--- src/rtl/tpoll_pkg.sv ---
package tpoll_pkg;

    localparam int DQ_W       = 8;
    localparam int TOGGLE_POS = 6;
    localparam int LIMIT_POS  = 5;
    localparam logic [DQ_W-1:0] RESET_CMD = 8'hF0;

    typedef enum logic [1:0] {
        RES_DONE = 2'b00,
        RES_FAIL = 2'b01,
        RES_PEND = 2'b10,
        RES_TMO  = 2'b11
    } res_e;

    typedef enum logic [1:0] {
        ST_IDLE,
        ST_RD_A,
        ST_RD_B,
        ST_RST_WR
    } st_e;

    typedef struct packed {
        logic toggled;
        logic limit_hit;
    } verdict_t;

    function automatic verdict_t judge(input logic first6, input logic [DQ_W-1:0] rd);
        verdict_t v;
        v.toggled   = first6 ^ rd[TOGGLE_POS];
        v.limit_hit = rd[LIMIT_POS];
        return v;
    endfunction

endpackage

--- src/rtl/tpoll_sample.sv ---
module tpoll_sample
    import tpoll_pkg::*;
(
    input  logic            clk,
    input  logic            rst,
    input  logic            load,
    input  logic [DQ_W-1:0] rdata,
    output verdict_t        verdict
);
    logic first6;

    always_ff @(posedge clk) begin
        if (rst)       first6 <= 1'b0;
        else if (load) first6 <= rdata[TOGGLE_POS];
    end

    always_comb verdict = judge(first6, rdata);
endmodule

--- src/rtl/tpoll_budget.sv ---
module tpoll_budget #(
    parameter int MAX_POLLS = 8
) (
    input  logic clk,
    input  logic rst,
    input  logic clear,
    input  logic step,
    output logic last
);
    localparam int CW = (MAX_POLLS < 2) ? 1 : $clog2(MAX_POLLS);

    logic [CW-1:0] cnt;

    always_ff @(posedge clk) begin
        if (rst || clear) cnt <= '0;
        else if (step)    cnt <= cnt + 1'b1;
    end

    assign last = (cnt == CW'(MAX_POLLS - 1));
endmodule

--- src/rtl/tpoll_fsm.sv ---
module tpoll_fsm
    import tpoll_pkg::*;
(
    input  logic     clk,
    input  logic     rst,
    input  logic     start,
    input  logic     persist,
    input  verdict_t verdict,
    input  logic     last,
    output logic     busy,
    output logic     rd_en,
    output logic     wr_en,
    output logic     load_first,
    output logic     clr_budget,
    output logic     step_budget,
    output logic     res_valid,
    output res_e     res_code
);
    st_e  state;
    logic recheck;
    logic persist_q;

    always_comb begin
        busy        = (state != ST_IDLE);
        rd_en       = (state == ST_RD_A) || (state == ST_RD_B);
        wr_en       = (state == ST_RST_WR);
        load_first  = (state == ST_RD_A);
        clr_budget  = (state == ST_IDLE) && start;
        step_budget = (state == ST_RD_B) && verdict.toggled && !recheck &&
                      !verdict.limit_hit && persist_q && !last;
    end

    always_ff @(posedge clk) begin
        if (rst) begin
            state     <= ST_IDLE;
            recheck   <= 1'b0;
            persist_q <= 1'b0;
            res_valid <= 1'b0;
            res_code  <= RES_DONE;
        end else begin
            res_valid <= 1'b0;
            unique case (state)
                ST_IDLE: begin
                    if (start) begin
                        state     <= ST_RD_A;
                        recheck   <= 1'b0;
                        persist_q <= persist;
                    end
                end
                ST_RD_A: state <= ST_RD_B;
                ST_RD_B: begin
                    if (!verdict.toggled) begin
                        state     <= ST_IDLE;
                        res_valid <= 1'b1;
                        res_code  <= RES_DONE;
                    end else if (recheck) begin
                        state <= ST_RST_WR;
                    end else if (verdict.limit_hit) begin
                        recheck <= 1'b1;
                        state   <= ST_RD_A;
                    end else if (!persist_q) begin
                        state     <= ST_IDLE;
                        res_valid <= 1'b1;
                        res_code  <= RES_PEND;
                    end else if (last) begin
                        state     <= ST_IDLE;
                        res_valid <= 1'b1;
                        res_code  <= RES_TMO;
                    end else begin
                        state <= ST_RD_A;
                    end
                end
                ST_RST_WR: begin
                    state     <= ST_IDLE;
                    res_valid <= 1'b1;
                    res_code  <= RES_FAIL;
                end
                default: state <= ST_IDLE;
            endcase
        end
    end
endmodule

--- src/rtl/toggle_poller.sv ---
module toggle_poller
    import tpoll_pkg::*;
#(
    parameter int MAX_POLLS = 8
) (
    input  logic       clk,
    input  logic       rst,
    input  logic       start,
    input  logic       persist,
    output logic       busy,
    output logic       res_valid,
    output logic [1:0] res_code,
    output logic       bus_rd,
    output logic       bus_wr,
    output logic [7:0] bus_wdata,
    input  logic [7:0] bus_rdata
);
    verdict_t verdict;
    logic     load_first, clr_budget, step_budget, last;
    res_e     code_e;

    tpoll_sample u_sample (
        .clk     (clk),
        .rst     (rst),
        .load    (load_first),
        .rdata   (bus_rdata),
        .verdict (verdict)
    );

    tpoll_budget #(.MAX_POLLS(MAX_POLLS)) u_budget (
        .clk   (clk),
        .rst   (rst),
        .clear (clr_budget),
        .step  (step_budget),
        .last  (last)
    );

    tpoll_fsm u_fsm (
        .clk         (clk),
        .rst         (rst),
        .start       (start),
        .persist     (persist),
        .verdict     (verdict),
        .last        (last),
        .busy        (busy),
        .rd_en       (bus_rd),
        .wr_en       (bus_wr),
        .load_first  (load_first),
        .clr_budget  (clr_budget),
        .step_budget (step_budget),
        .res_valid   (res_valid),
        .res_code    (code_e)
    );

    assign res_code  = code_e;
    assign bus_wdata = bus_wr ? RESET_CMD : 8'h00;
endmodule

--- config.mk ---
export PLATFORM = sky130hd
export DESIGN_NAME = toggle_poller
export DESIGN_NICKNAME = d
export VERILOG_FILES = /design/src/rtl/tpoll_pkg.sv /design/src/rtl/tpoll_sample.sv /design/src/rtl/tpoll_budget.sv /design/src/rtl/tpoll_fsm.sv /design/src/rtl/toggle_poller.sv
export SDC_FILE = /design/constraint.sdc
export NUM_CORES = 1
export LEC_CHECK = 0
export CAP_MARGIN = 20
export CELL_PAD_IN_SITES_DETAIL_PLACEMENT = 0
export CELL_PAD_IN_SITES_GLOBAL_PLACEMENT = 2
export CORE_UTILIZATION = 22
export CTS_BUF_LIST = sky130_fd_sc_hd__clkbuf_2
export DETAILED_ROUTE_END_ITERATION = 10
export PLACE_DENSITY_LB_ADDON = 0.1
export SYNTH_ARGS = -nofsm -noshare
export SYNTH_HDL_FRONTEND = slang
export SYNTH_SLANG_ARGS = --single-unit
--- constraint.sdc ---
create_clock -name clk -period 1.4 [get_ports clk]
set_input_delay 0.28 -clock clk [delete_from_list [all_inputs] [get_ports clk]]
set_output_delay 0.28 -clock clk [all_outputs]
set_load 0.02 [all_outputs]
Yosys cells after proc, flatten, opt, wreduce, memory -nomap -nowiden
Cells that the tools add are included.
{"block": "totals", "register_bits": 11, "latchBits": 0, "mem_bits_rw": 0, "rom_bits": 0, "wordCells": 61, "memories": 0}
{"block": "classes", "addsub": 1, "mul": 0, "n_div": 0, "n_lt_le_gt_ge": 0, "eq_ne": 9, "n_shift": 0, "n_mux": 25, "bitwise": 1, "reduce_logical": 18}
{"op": "$mux 2", "n": 10}
{"op": "$mux 1", "n": 10}
{"op": "$mux 8", "n": 1}
{"op": "$pmux 2 s4", "n": 1}
{"op": "$logic_and 1x1->1", "n": 6}
{"op": "$ne 3x3->1 const B", "n": 2}
{"op": "$reduce_bool 2->1", "n": 3}
{"op": "$eq 2x2->1 const B", "n": 2}
{"op": "$ne 4x4->1 const B", "n": 1}
{"op": "$pmux 1 s2", "n": 2}
{"op": "$pmux 2 s2", "n": 1}
{"op": "$reduce_and 4->1", "n": 1}
{"op": "$add 3x1->3 const B", "n": 1}
{"op": "$eq 3x3->1 const B", "n": 1}
{"op": "$logic_not 1->1", "n": 3}
{"op": "$reduce_and 3->1", "n": 1}
{"op": "$eq 2x1->1 const B", "n": 1}
{"op": "$logic_not 2->1", "n": 1}
{"op": "$logic_or 1x1->1", "n": 2}
{"op": "$ne 2x1->1 const B", "n": 1}
{"op": "$ne 2x2->1 const B", "n": 1}
{"op": "$reduce_and 2->1", "n": 1}
{"op": "$xor 1x1->1", "n": 1}

Logic depth before layout (Yosys ltp)
{"block": "depth", "depth_word": 7, "mapped_depth": 6, "mapped_depth_nobuf": 6}

By module
From an unflattened synthesis, not the netlist that was laid out.
{"block": "unflattened", "cells_unflattened": 77, "hier_area_um2": 666.9}
{"module": "tpoll_fsm", "instances": 1, "cells_each": 52, "area_each_um2": 419.2, "seq_area_each_um2": 140.1}
{"module": "tpoll_budget", "instances": 1, "cells_each": 11, "area_each_um2": 133.9, "seq_area_each_um2": 60.1}
{"module": "toggle_poller", "instances": 1, "cells_each": 9, "area_each_um2": 63.8, "seq_area_each_um2": 0.0}
{"module": "tpoll_sample", "instances": 1, "cells_each": 5, "area_each_um2": 50.0, "seq_area_each_um2": 20.0}

Least setup slack after synthesis
No wires, ideal clock.
{"block": "synth_path", "path_type": "register to register", "start": "reg u_budget.cnt[0]", "end": "reg u_fsm.res_code[1]", "arrival_time_ns": 1.358, "t_required_ns": 1.273, "path_slack_ns": -0.085, "stages_incl_launch_ff": 7, "cell_sequence": "dfxtp_1 ha_1 ha_1 nor2b_1 nand2b_1 nor4_1 or3_1"}
{"block": "synth_via", "elab_chain_len": 3}
{"item": "from (decl)", "line": "tpoll_budget.sv:12", "text": "logic [CW-1:0] cnt;"}
{"item": "from (signal assigned)", "line": "tpoll_budget.sv:16", "text": "else if (step) cnt <= cnt + 1'b1;"}
{"item": "$eq 3x3->1", "line": "tpoll_budget.sv:19", "text": "assign last = (cnt == CW'(MAX_POLLS - 1));"}
{"item": "$ne 4x4->1 (no source line)"}
{"item": "$reduce_and 4->1 (no source line)"}
{"item": "to (signal assigned)", "line": "tpoll_fsm.sv:39", "text": "res_code <= RES_DONE;"}
{"item": "to (signal assigned)", "line": "tpoll_fsm.sv:55", "text": "res_code <= RES_DONE;"}
{"item": "to (signal assigned)", "line": "tpoll_fsm.sv:64", "text": "res_code <= RES_PEND;"}
{"item": "to (decl)", "line": "tpoll_fsm.sv:17", "text": "output res_e res_code"}
No other way between the ends.
A chain may end at the register's enable or synchronous reset.

Worst setup path in the final report
{"block": "layout_path", "start": "reg u_budget.cnt[0]", "end": "reg u_budget.cnt[1]"}
{"block": "layout_via", "elab_chain_len": 3, "word_cells_on_any_way": 4, "cone_classes": "1 x add/sub; 1 x eq/ne; 2 x reduce/logical"}
{"item": "parallel branches: the longest is 3 deep, another holds $add 3x1->3"}
Parallel ways; which one is timed is not known.

==> metrics.yaml <==
fp.coreArea_um2: 2829
cap_violations: 0
worstPathArrival_ns: 1.56
ys.flop_type: "dfxtp_1"
grt_pass1_wl_um: 2546
fin_crit_sh: 0.9996
path_clk_slew_ns: 0.13
yosys.area.top_type: "dfxtp_1"
setup_tns_ns: 0
synth_area_um2: 676.9
rsz0062_at_grt: "true"
use_met2: 0.1495
place_area_um2: 964.7
drtIter0Drc: 8
internal_power_mw: 0.6246
instances_no_fill: 137
combPwrFrac: 0.424
vias_per_cell: 4.387
outcome: "finished, violations left"
path_max_fanout: 4
clkPwrFrac: 0.197
grt_usage: 0.1032
fmax_mhz: 714.5
remaining_drc_errors: 2
design_area_um2: 1046
dp.cells: 133
drive_gt1_frac: 0.4623
cts.htree.levels: 1
end_kind: "flip-flop"
utilization: 0.3697
yosysSeqAreaShare: 0.3253
rows: 19
grt_pass1_vias: 549
clk_path_buf_depth: 2
post_cts_buffers: 0
ys_types: 28
synth_most_common_cell: "dfxtp_1"
start_kind: "flip-flop"
insertion_delay_ns: 0.25
num_vias: 601
antenna_found_initial: 0
synth.area.top_cells: "dfxtp_1 33%, ha_1 13%, buf_4 8.9%"
holdCritPathClass: "in -> reg"
cts_tree: "built"
grt_max_degree: 7
synth_edf_count: 0
ir_drop_mv: 0.3027
grt_use_met3: 0.02268
finalMaxSlewViolations: 0
powerDensity_nw_per_um2: 932.7
drt-total-wl_um: 1515
cts_made_buffers: 3
final_nets: 126
die_w_um: 57.47
diodes: 0
avgRoutedWirePerCell_um: 11.06
worstSetupPathType: "reg -> reg"
p_leak_nw: 0.4695
synth_seq_cells: 11
ctsRootBufferMaster: "clkbuf_2"
setup_viol: 0
postRouteAntennaNets: 0
netlist_instances: 78
grt-busiest-layer: "met2"
pin_count: 26
critPathRequiredTime_ns: 1.56
syn_to_final_growth_pct: 54.53
yosysWarnings: 0
hold_viol_final: 0
use_met1: 0.1474
finalCriticalPeriod_ns: 1.399
netlist_top_cells_count: "11 x dfxtp_1, 9 x nor2_1, 8 x buf_4, 7 x ha_1, 5 x nand2_1"
io_buffers: 15
worst_clock_skew_ns: 0.003252
synthArstFlopShare: 0
routabilityCongestion: 0.6631
violations: "design-rule violations"
dieArea_um2: 3303
power_switching_mw: 0.3510
clock-sinks: 11
initial_core_util: 0.2393
dp_hpwl_um: 1201
die-height_um: 57.47
seq_power_share: 0.378
swShare: 0.3598
overflow: 0
netlist.area_leader.share: 0.3253
syn_area_per_cell_um2: 8.678
p_total_mw: 0.9756
drt_pass1_iterations: 7
[worst paths after layout]
path | startpoint | cells past startpoint | endpoint | slack, ns
max | u_budget.cnt[0] | 6 | u_budget.cnt[1] | 0.0005
min | bus_rdata[6] | 3 | u_sample.first6 | 0.47
max reg2reg | u_budget.cnt[0] | 6 | u_budget.cnt[1] | 0.0005
min reg2reg | u_fsm.persist_q | 2 | u_fsm.persist_q | 0.49
[power groups by stage]
stage | combinational, mW | sequential, mW | clock [mW]
2_1_floorplan | 0.213 | 0.377 | 0
3_3_place_gp | 0.385 | 0.369 | 0
3_5_place_dp | 0.383 | 0.370 | 0
4_1_cts | 0.395 | 0.368 | 0.209
5_1_grt | 0.459 | 0.374 | 0.220
6_report | 0.414 | 0.369 | 0.193
[routing by layer]
layer,part of all wire,up-vias
met5,0,-
met4,0.0086,0
met3,0.060,2
met2,0.43,18
met1,0.50,270
li1,-,311
[cells in the final DEF, fill, tap and decap left out, types with 2 or more instances in the layout]
cell type	n
nand2_1	4
a21oi_1	3
ha_4	5
dfxtp_2	3
nand2b_4	2
clkbuf_2	8
nor3_1	2
inv_2	2
dfxtp_1	7
buf_6	3
conb_1	4
nand2b_1	2
ha_1	2
nand4_1	2
nor2_1	9
dlygate4sd2_1	4
clkdlybuf4s50_1	4
buf_4	15
nor4b_1	2
mux2i_1	3
[worst max-delay path, cell delays in order (launching register included)]
cell     delay, ns
dfxtp_2       0.36
ha_4          0.16
ha_4          0.15
nor2b_4       0.15
nand4_1       0.23
mux2i_1       0.21
nor2_1        0.05
[cell type report]
class                   count  area [um^2]
multi-input cells          57        495.5
repair buffers             31        252.7
clock buffers               4        20.02
fillers                   305         1783
inverters                   3        11.26
flip-flops and latches     11        227.7
well taps                  31        38.79
[repair_timing]
action	4_1_cts	5_1_grt
pin swaps	5	3
hold buffers	0	0
endpoints found under the setup margin	16	15
gates resized for setup	34	16
[metrics by stage]
step           hold slack (ns)  worst slack [ns]
2_1_floorplan           0.4272          0.008078
3_3_place_gp            0.4704           -0.2842
3_5_place_dp            0.4710           -0.3229
4_1_cts                 0.4648          -0.05041
5_1_grt                 0.4958          -0.06182
6_report                0.4715         0.0005090
[state kept, by name (all words and copies together), names as in the netlist]
register	count
u_fsm.recheck	1
u_fsm.res_code	2
u_sample.first6	1
u_fsm.persist_q	1
u_fsm.state	2
u_fsm.res_valid	1
u_budget.cnt	3
[cell families (layout without fill, tap and decap cells)]
family | after synthesis | after routing | share of synthesized area
XOR/XNOR | 2 | 2 | 0.03698
AND/OR/NAND/NOR | 31 | 31 | 0.2366
other | 1 | 4 | 0.005540
buffers and inverters | 13 | 38 | 0.1183
AO/OA/AOI/OAI | 9 | 9 | 0.08690
adder cells (fa/ha/maj) | 7 | 7 | 0.1294
flip-flops | 11 | 11 | 0.3253
multiplexers | 4 | 4 | 0.06100
Note: power is estimated with default switching activity, not from simulation.
